File: src/rtl/owcrc_pkg.sv
package owcrc_pkg;
  localparam int unsigned CRC_W = 8;
  typedef logic [CRC_W-1:0] crc_t;

  // one reflected LFSR step: feedback from LSB, right shift, masked xor
  function automatic crc_t crc_step(input crc_t cur, input logic d, input crc_t mask);
    logic fb;
    fb = cur[0] ^ d;
    return (cur >> 1) ^ (fb ? mask : '0);
  endfunction
endpackage

File: src/rtl/owcrc_bitcore.sv
module owcrc_bitcore
  import owcrc_pkg::*;
#(
  parameter crc_t POLY = 8'h8C
) (
  input  logic clk,
  input  logic rst_n,
  input  logic clr,
  input  logic step_en,
  input  logic step_d,
  output crc_t crc_q
);
  logic fb;
  crc_t nxt;

  assign fb = crc_q[0] ^ step_d;

  genvar i;
  for (i = 0; i < CRC_W; i++) begin : g_tap
    if (i == CRC_W - 1) begin : g_top
      assign nxt[i] = fb & POLY[i];
    end else begin : g_mid
      assign nxt[i] = crc_q[i+1] ^ (fb & POLY[i]);
    end
  end

  always_ff @(posedge clk or negedge rst_n) begin
    if (!rst_n)       crc_q <= '0;
    else if (clr)     crc_q <= '0;
    else if (step_en) crc_q <= nxt;
  end
endmodule

File: src/rtl/owcrc_byte_feeder.sv
module owcrc_byte_feeder #(
  parameter int unsigned BYTE_W = 8
) (
  input  logic              clk,
  input  logic              rst_n,
  input  logic              clr,
  input  logic              load,
  input  logic [BYTE_W-1:0] load_dat,
  output logic              feed_vld,
  output logic              feed_bit,
  output logic              done
);
  localparam int unsigned CNT_W = $clog2(BYTE_W + 1);
  localparam logic [CNT_W-1:0] CNT_FULL = CNT_W'(BYTE_W);
  localparam logic [CNT_W-1:0] CNT_ONE  = CNT_W'(1);

  logic [BYTE_W-1:0] sh_q;
  logic [CNT_W-1:0]  cnt_q;

  assign feed_vld = (cnt_q != '0);
  assign feed_bit = sh_q[0];

  always_ff @(posedge clk or negedge rst_n) begin
    if (!rst_n) begin
      sh_q  <= '0;
      cnt_q <= '0;
      done  <= 1'b0;
    end else if (clr) begin
      sh_q  <= '0;
      cnt_q <= '0;
      done  <= 1'b0;
    end else if (feed_vld) begin
      sh_q  <= sh_q >> 1;
      cnt_q <= cnt_q - CNT_ONE;
      done  <= (cnt_q == CNT_ONE);
    end else begin
      done <= 1'b0;
      if (load) begin
        sh_q  <= load_dat;
        cnt_q <= CNT_FULL;
      end
    end
  end
endmodule

File: src/rtl/owcrc_engine.sv
module owcrc_engine
  import owcrc_pkg::*;
#(
  parameter crc_t        POLY   = 8'h8C,
  parameter int unsigned BYTE_W = 8
) (
  input  logic              clk,
  input  logic              rst_n,
  input  logic              clr,
  input  logic              bit_vld,
  input  logic              bit_dat,
  input  logic              byte_vld,
  input  logic [BYTE_W-1:0] byte_dat,
  output logic [CRC_W-1:0]  crc,
  output logic              zero,
  output logic              busy,
  output logic              byte_done
);
  logic bit_acc;
  logic byte_acc;
  logic feed_vld;
  logic feed_bit;
  logic step_en;
  logic step_d;
  crc_t crc_q;

  assign busy     = feed_vld;
  assign byte_acc = byte_vld & ~busy & ~clr;
  assign bit_acc  = bit_vld & ~byte_vld & ~busy & ~clr;
  assign step_en  = bit_acc | feed_vld;
  assign step_d   = feed_vld ? feed_bit : bit_dat;

  owcrc_byte_feeder #(.BYTE_W(BYTE_W)) u_feed (
    .clk(clk), .rst_n(rst_n), .clr(clr),
    .load(byte_acc), .load_dat(byte_dat),
    .feed_vld(feed_vld), .feed_bit(feed_bit), .done(byte_done)
  );

  owcrc_bitcore #(.POLY(POLY)) u_core (
    .clk(clk), .rst_n(rst_n), .clr(clr),
    .step_en(step_en), .step_d(step_d), .crc_q(crc_q)
  );

  assign crc  = crc_q;
  assign zero = (crc_q == '0);
endmodule

File: config.mk
export PLATFORM = sky130hd
export DESIGN_NAME = owcrc_engine
export DESIGN_NICKNAME = d
export VERILOG_FILES = /design/src/rtl/owcrc_pkg.sv /design/src/rtl/owcrc_bitcore.sv /design/src/rtl/owcrc_byte_feeder.sv /design/src/rtl/owcrc_engine.sv
export SDC_FILE = /design/constraint.sdc
export NUM_CORES = 1
export LEC_CHECK = 0
export CAP_MARGIN = 0
export CORE_UTILIZATION = 44
export CTS_CLUSTER_SIZE = 16
export DETAILED_ROUTE_END_ITERATION = 16
export HOLD_SLACK_MARGIN = 0.06
export PLACE_DENSITY = 0.74
export SYNTH_ARGS = -nofsm -noshare
export SYNTH_HDL_FRONTEND = slang
export SYNTH_SLANG_ARGS = --single-unit
export TNS_END_PERCENT = 10
File: constraint.sdc
create_clock -name clk -period 1.7 [get_ports clk]
set_input_delay 0.34 -clock clk [delete_from_list [all_inputs] [get_ports clk]]
set_output_delay 0.34 -clock clk [all_outputs]
set_load 0.05 [all_outputs]
; Word-level counts from Yosys, hierarchy flattened
; Cells that the tools add are included.
[word_totals]
register_bits = 21
inputBits = 14
out_inout_bits = 11
elab_cells = 33
[classes]
addsub = 1
n_eq_ne = 1
mux = 11
bitwise = 12
n_reduce_logical = 4
[op_table]
columns = op, n
row1 = $mux 8, 5
row2 = $mux 4, 3
row3 = $logic_not 8->1, 1
row4 = $and 1x1->1, 5
row5 = $eq 4x1->1 const B, 1
row6 = $reduce_bool 4->1, 1
row7 = $sub 4x1->4 const B, 1
row8 = $mux 1, 3
row9 = $not 1->1, 3
row10 = $reduce_bool 3->1, 1
row11 = $xor 1x1->1, 3
row12 = $reduce_bool 2->1, 1
row13 = $or 1x1->1, 1

; Longest topological paths before layout
[depth]
word_depth = 7
depth_mapped = 7
depth_no_buf = 6

; Cells and area by module
; Synthesis repeated with hierarchy kept, for this count alone.
[hier_totals]
cells_unflattened = 103
hier_area_um2 = 1146.1
[modules_own_cells]
columns = mod, n_inst, cells_per_inst, area_each_um2, seq_area_each_um2
row1 = owcrc_byte_feeder, 1, 64, 724.4, 325.3
row2 = owcrc_bitcore, 1, 32, 372.9, 200.2
row3 = owcrc_engine, 1, 7, 48.8, 0.0

; Worst setup path before layout
; No wires, ideal clock.
[synth_timing]
path_kind = register to output
from = register u_core.crc_q[0]
to = output port zero
arrival_ps = 1841
required_ps = 1360
path_slack_ps = -481
path_stages_with_launch = 3
path_buffers = 0
path_cell_list = dfrtp_1 or4_1 nor2_1
[synth_via]
elab_chain_len = 1
[synth_rtl]
columns = item, line
row1 = start: declaration, owcrc_bitcore.sv:11  ; output crc_t crc_q
row2 = start signal: assignment, owcrc_bitcore.sv:30  ; else if (step_en) crc_q <= nxt;
row3 = $logic_not 8->1, owcrc_engine.sv:45  ; assign zero = (crc_q == '0);
row4 = end: declaration, owcrc_engine.sv:15  ; output logic zero,
; Every way passes these cells.

; Final worst setup path
[layout_timing]
from = register u_core.crc_q[1]
to = output port zero
; The elaborated chain is that of the path after synthesis.

==> run summary <==
On the critical path, the stage with the largest delay is an instance of sky130_fd_sc_hd__or4_4. After detailed routing, the average wire length per cell comes to 13.9 um. Ranked by total cell area, the synthesized netlist is headed by sky130_fd_sc_hd__dfrtp_1 (48%), sky130_fd_sc_hd__mux2i_1 (7.4%), sky130_fd_sc_hd__a211oi_1 (4.8%). The per-instance average area after synthesis is 10.5 sq um, and the worst slew margin relative to its limit is 82.2%. Setup violations remaining at the end of the flow were counted as 5. Max-cap violations in this run came to 0.

The tools report the clock root buffer master as sky130_fd_sc_hd__clkbuf_4. Worst path required time: 1.36 ns. The tools report the worst-case vdd ir drop as 1250 uV.

Setup repair after global routing could not meet its margin everywhere. Internal power comes to 0.00172 W. Yosys printed 0 warnings. Synthesis inferred 21 register bits. The CTS buffer count was 3; the sink count of the clock tree was 21. When the netlist entered floorplanning its net count stood at 121. Of the synthesized area, sequential elements account for 48.3%.

The buffers plus inverters on the worst setup path came out at 1. The multiplexer share of the synthesized area was 8.40%. The analysis attributes to cell leakage a power of 0.721 nW. The tools report the maximum clock insertion buffer count as 2. Once placement completed, the tool counted placed cells totaling 162. The cell area that synthesis handed to floorplanning was 1090 sq um. The number of buffers inserted by hold repair at cts came out at 0.

The ratio of total power to cell area was 1990 nW/um^2. The run gives -0.190 ns as the slack of the critical path. By area, the combinational part of the netlist is dominated by simple AND/OR/NAND/NOR gates.

Relative to the synthesized area, the layout overhead comes to 42.0%. The final critical-path share of the clock period was 111%. The logs give 910 for the number of global-route vias before repair and 0.00136 W for the switching power total. For the pin with the worst max-slew slack, the measured transition is 0.267 ns. In this run the horizontal extent of the chip is 51.7 um. The logs give 0 for the number of max-slew violations in the final report and 529 MHz for the maximum achievable frequency. The initial utilization of the core area, before any placement, comes to 47.8%.

In the final layout, the share of cells above drive strength 1 is 35.4%. For the worst-skew pair, the clock arrives at the later sink with an insertion delay of 0.30 ns. For the arrival time at the worst endpoint, the log shows 1.55 ns. The fraction of power consumed by the clock network was 7.8%; the simple-gate area share of the yosys netlist was 15.7%.

The floorplan has 17 rows. Global routing used 21.3% of the available tracks across all layers. Walking the worst path, the cells encountered are or4_4 -> nor2_4 -> buf_12.

TritonCTS built the clock tree. The flow ran to the end, but the final reports show violations. In the final design database the tool counted 165 nets. In this run, the combinational gates consume 65.6% of the power. The post-route non-filler standard cell count is 175, and the highest net fanout along the worst path is 2.

The run gives 26.6% as the share of power burned in registers. The switching power share of the total was 44.2%; the number of search-and-repair iterations in the first detailed-routing pass was 4. After floorplanning, the core was sized to cover 2280 sq um. Yosys mapped the design onto 26 distinct sky130hd cell types.

Clock-pin slew was measured on the worst setup and hold paths at 0.12 ns. The cell family contributing the most delay on the critical path is simple AND/OR/NAND/NOR gates. Subtracting the final worst setup slack from the clock period gives 1.89 ns.

The count of flip-flops with a built-in enable after synthesis is 0, and the die area is 2670 sq um. The area fraction in compound gates after synthesis was 14.0%; the total negative slack was -0.534 ns. The synthesized-area fraction occupied by xor and xnor cells was 4.83%; the first-iteration detailed-routing DRC count was 12. The type of the setup path with the least slack was flop to output pin. The first global-routing pass estimated 4110 um of wire.

In this run the count of I/O pins placed on the die edge is 25. The count of buffers added on input and output ports is 24. Summed over all nets, the half-perimeter wirelength after detailed placement is 1600 um. Predominant post-synthesis flop cell: sky130_fd_sc_hd__dfrtp_1.

The top-area cell type share of the netlist area is 48.3%, and the final weighted congestion in routability-driven placement is 0.726. Counting flops with an async set or reset pin after synthesis yields a share of 100%. The worst setup path is launched from a flop.

Between clock sinks in the finished design, the worst skew comes to 0.00112 ns. The via count normalized by instance count is 5.19, and the detailed-route via count is 908. Once detail routing completed, the nets flagged for antenna violations numbered 0. The adder and majority gate portion of the synthesized area is 3.45%. The logs give 2430 um for the routed wire length and 0 for the number of antenna violations at the first check in global routing.

The final reports fail on setup timing. The biggest area contributor in the post-synthesis netlist is sky130_fd_sc_hd__dfrtp_1. The pin count of the biggest net entering global routing is 22, and the number of remaining DRC errors is 0. The number of antenna diodes in the final layout is 0. For this run the aggregate overflow at the end of global routing stands at 0. The endpoint type of the worst setup path was an output pin.

The tightest min-delay check is of the primary input to async pin type. After technology mapping, the gate count stands at 104. For this run, the slowest stage of the critical path takes 0.55 ns.

The height of the chip is 51.7 um. The logs give 0 for the hold violation total from the final report and 1 for the deepest level of the CTS H-tree.
per-layer routing:
metal / GRT usage (%) / wire length (um)
met2: 38.3 / 1330
met3: 2.63 / 90
met4: 6.76 / 29
met5: 0 / 0
met1: 26.2 / 973
placed cells by master, fill, tap and decap left out, types with 2 or more instances in the layout:
cell type / netlist / final
sky130_fd_sc_hd__ha_1: 3 / 2
sky130_fd_sc_hd__clkdlybuf4s50_1: 0 / 13
sky130_fd_sc_hd__a22o_1: 3 / 3
sky130_fd_sc_hd__nor2_1: 14 / 13
sky130_fd_sc_hd__nand2b_1: 5 / 5
sky130_fd_sc_hd__inv_2: 0 / 2
sky130_fd_sc_hd__buf_6: 2 / 2
sky130_fd_sc_hd__inv_1: 5 / 3
sky130_fd_sc_hd__or4_4: 0 / 2
sky130_fd_sc_hd__clkbuf_4: 0 / 3
sky130_fd_sc_hd__nand2_1: 5 / 5
sky130_fd_sc_hd__a21oi_1: 3 / 3
sky130_fd_sc_hd__o21ai_0: 5 / 5
sky130_fd_sc_hd__nor3_1: 3 / 3
sky130_fd_sc_hd__a211oi_1: 7 / 7
sky130_fd_sc_hd__xnor2_1: 5 / 5
sky130_fd_sc_hd__dfrtp_2: 0 / 6
sky130_fd_sc_hd__dfrtp_1: 21 / 15
sky130_fd_sc_hd__buf_4: 0 / 28
sky130_fd_sc_hd__mux2i_1: 8 / 8
sequential cells by signal, indices dropped and copies added, names as in the netlist:
name          cells
u_feed.sh_q       8
u_feed.cnt_q      4
u_feed.done       1
u_core.crc_q      8
worst reg2reg max path, stage by stage, from the launching register on:
cell	delay (ns)
sky130_fd_sc_hd__dfrtp_1	0.40
sky130_fd_sc_hd__inv_1	0.11
sky130_fd_sc_hd__ha_4	0.14
sky130_fd_sc_hd__nor3b_4	0.22
sky130_fd_sc_hd__buf_4	0.16
sky130_fd_sc_hd__mux2_4	0.32
sky130_fd_sc_hd__xor2_1	0.14
sky130_fd_sc_hd__a22o_1	0.18
cell usage after synthesis (2+ instances only):
master	instances
sky130_fd_sc_hd__a211oi_1	7
sky130_fd_sc_hd__nand2_1	5
sky130_fd_sc_hd__a22o_1	3
sky130_fd_sc_hd__mux2i_1	8
sky130_fd_sc_hd__or4_1	2
sky130_fd_sc_hd__xnor2_1	5
sky130_fd_sc_hd__nor2_1	14
sky130_fd_sc_hd__o21ai_0	5
sky130_fd_sc_hd__buf_6	2
sky130_fd_sc_hd__ha_1	3
sky130_fd_sc_hd__inv_1	5
sky130_fd_sc_hd__nand2b_1	5
sky130_fd_sc_hd__dfrtp_1	21
sky130_fd_sc_hd__clkbuf_1	3
sky130_fd_sc_hd__nor3_1	3
sky130_fd_sc_hd__a21oi_1	3
metrics by stage:
stage	hold slack, ns	total power (W)	cell area [sq um]	setup WS (ns)	utilization (%)
3_5_place_dp	0.510	0.00253	1420	-0.174	62.3
5_1_grt	0.400	0.00330	1540	-0.225	67.8
6_report	0.371	0.00308	1540	-0.190	67.8
2_1_floorplan	0.0444	0.00199	1110	-0.0528	-
3_3_place_gp	0.503	0.00249	1420	-0.140	62.3
4_1_cts	0.381	0.00298	1510	-0.202	66.1
final timing paths:
check                                  end            start  depth (start not counted)  slack [ns]
max                                   zero  u_core.crc_q[1]                          3       -0.19
min reg2reg                u_core.crc_q[6]  u_core.crc_q[6]                          2        0.55
max reg2reg                u_core.crc_q[7]  u_feed.cnt_q[1]                          7       -0.07
min                        u_core.crc_q[3]            rst_n                          2        0.37
min in group clk           u_core.crc_q[6]  u_core.crc_q[6]                          2        0.55
max in group asynchronous  u_core.crc_q[5]            rst_n                          2        1.10
what timing repair did:
action | in CTS | in global routing
endpoints found under the setup margin | 2 | 5
gates cloned | 1 | 0
gates resized for setup | 4 | 4
buffers inserted | 5 | 3
pin swaps | 1 | 0
logic make-up after synthesis:
logic type                 count (synthesis)
muxes                                      9
adders and majority gates                  3
DFF                                       21
xor gates and xnor gates                   6
buffers and inverters                     11
and+or+nand+nor                           33
AOI/OAI and AO/OA                         21
layout make-up:
cell class | instances | area, sq um
Tap cell | 28 | 35.0
Inverter | 5 | 18.8
Clock inverter | 1 | 5.00
Clock buffer | 3 | 22.5
Fill cell | 173 | 732
Timing Repair Buffer | 45 | 388
Sequential cell | 21 | 533
Multi-Input combinational cell | 72 | 542
power groups by stage:
stage	combinational, W	sequential (W)	clock [W]
global placement	0.00167	0.000815	0
global route	0.00220	0.000841	0.000263
floorplan	0.00101	0.000984	0
finish	0.00202	0.000818	0.000240
CTS	0.00192	0.000816	0.000246
detailed placement	0.00171	0.000823	0
Note: power is estimated with default switching activity, not from simulation.
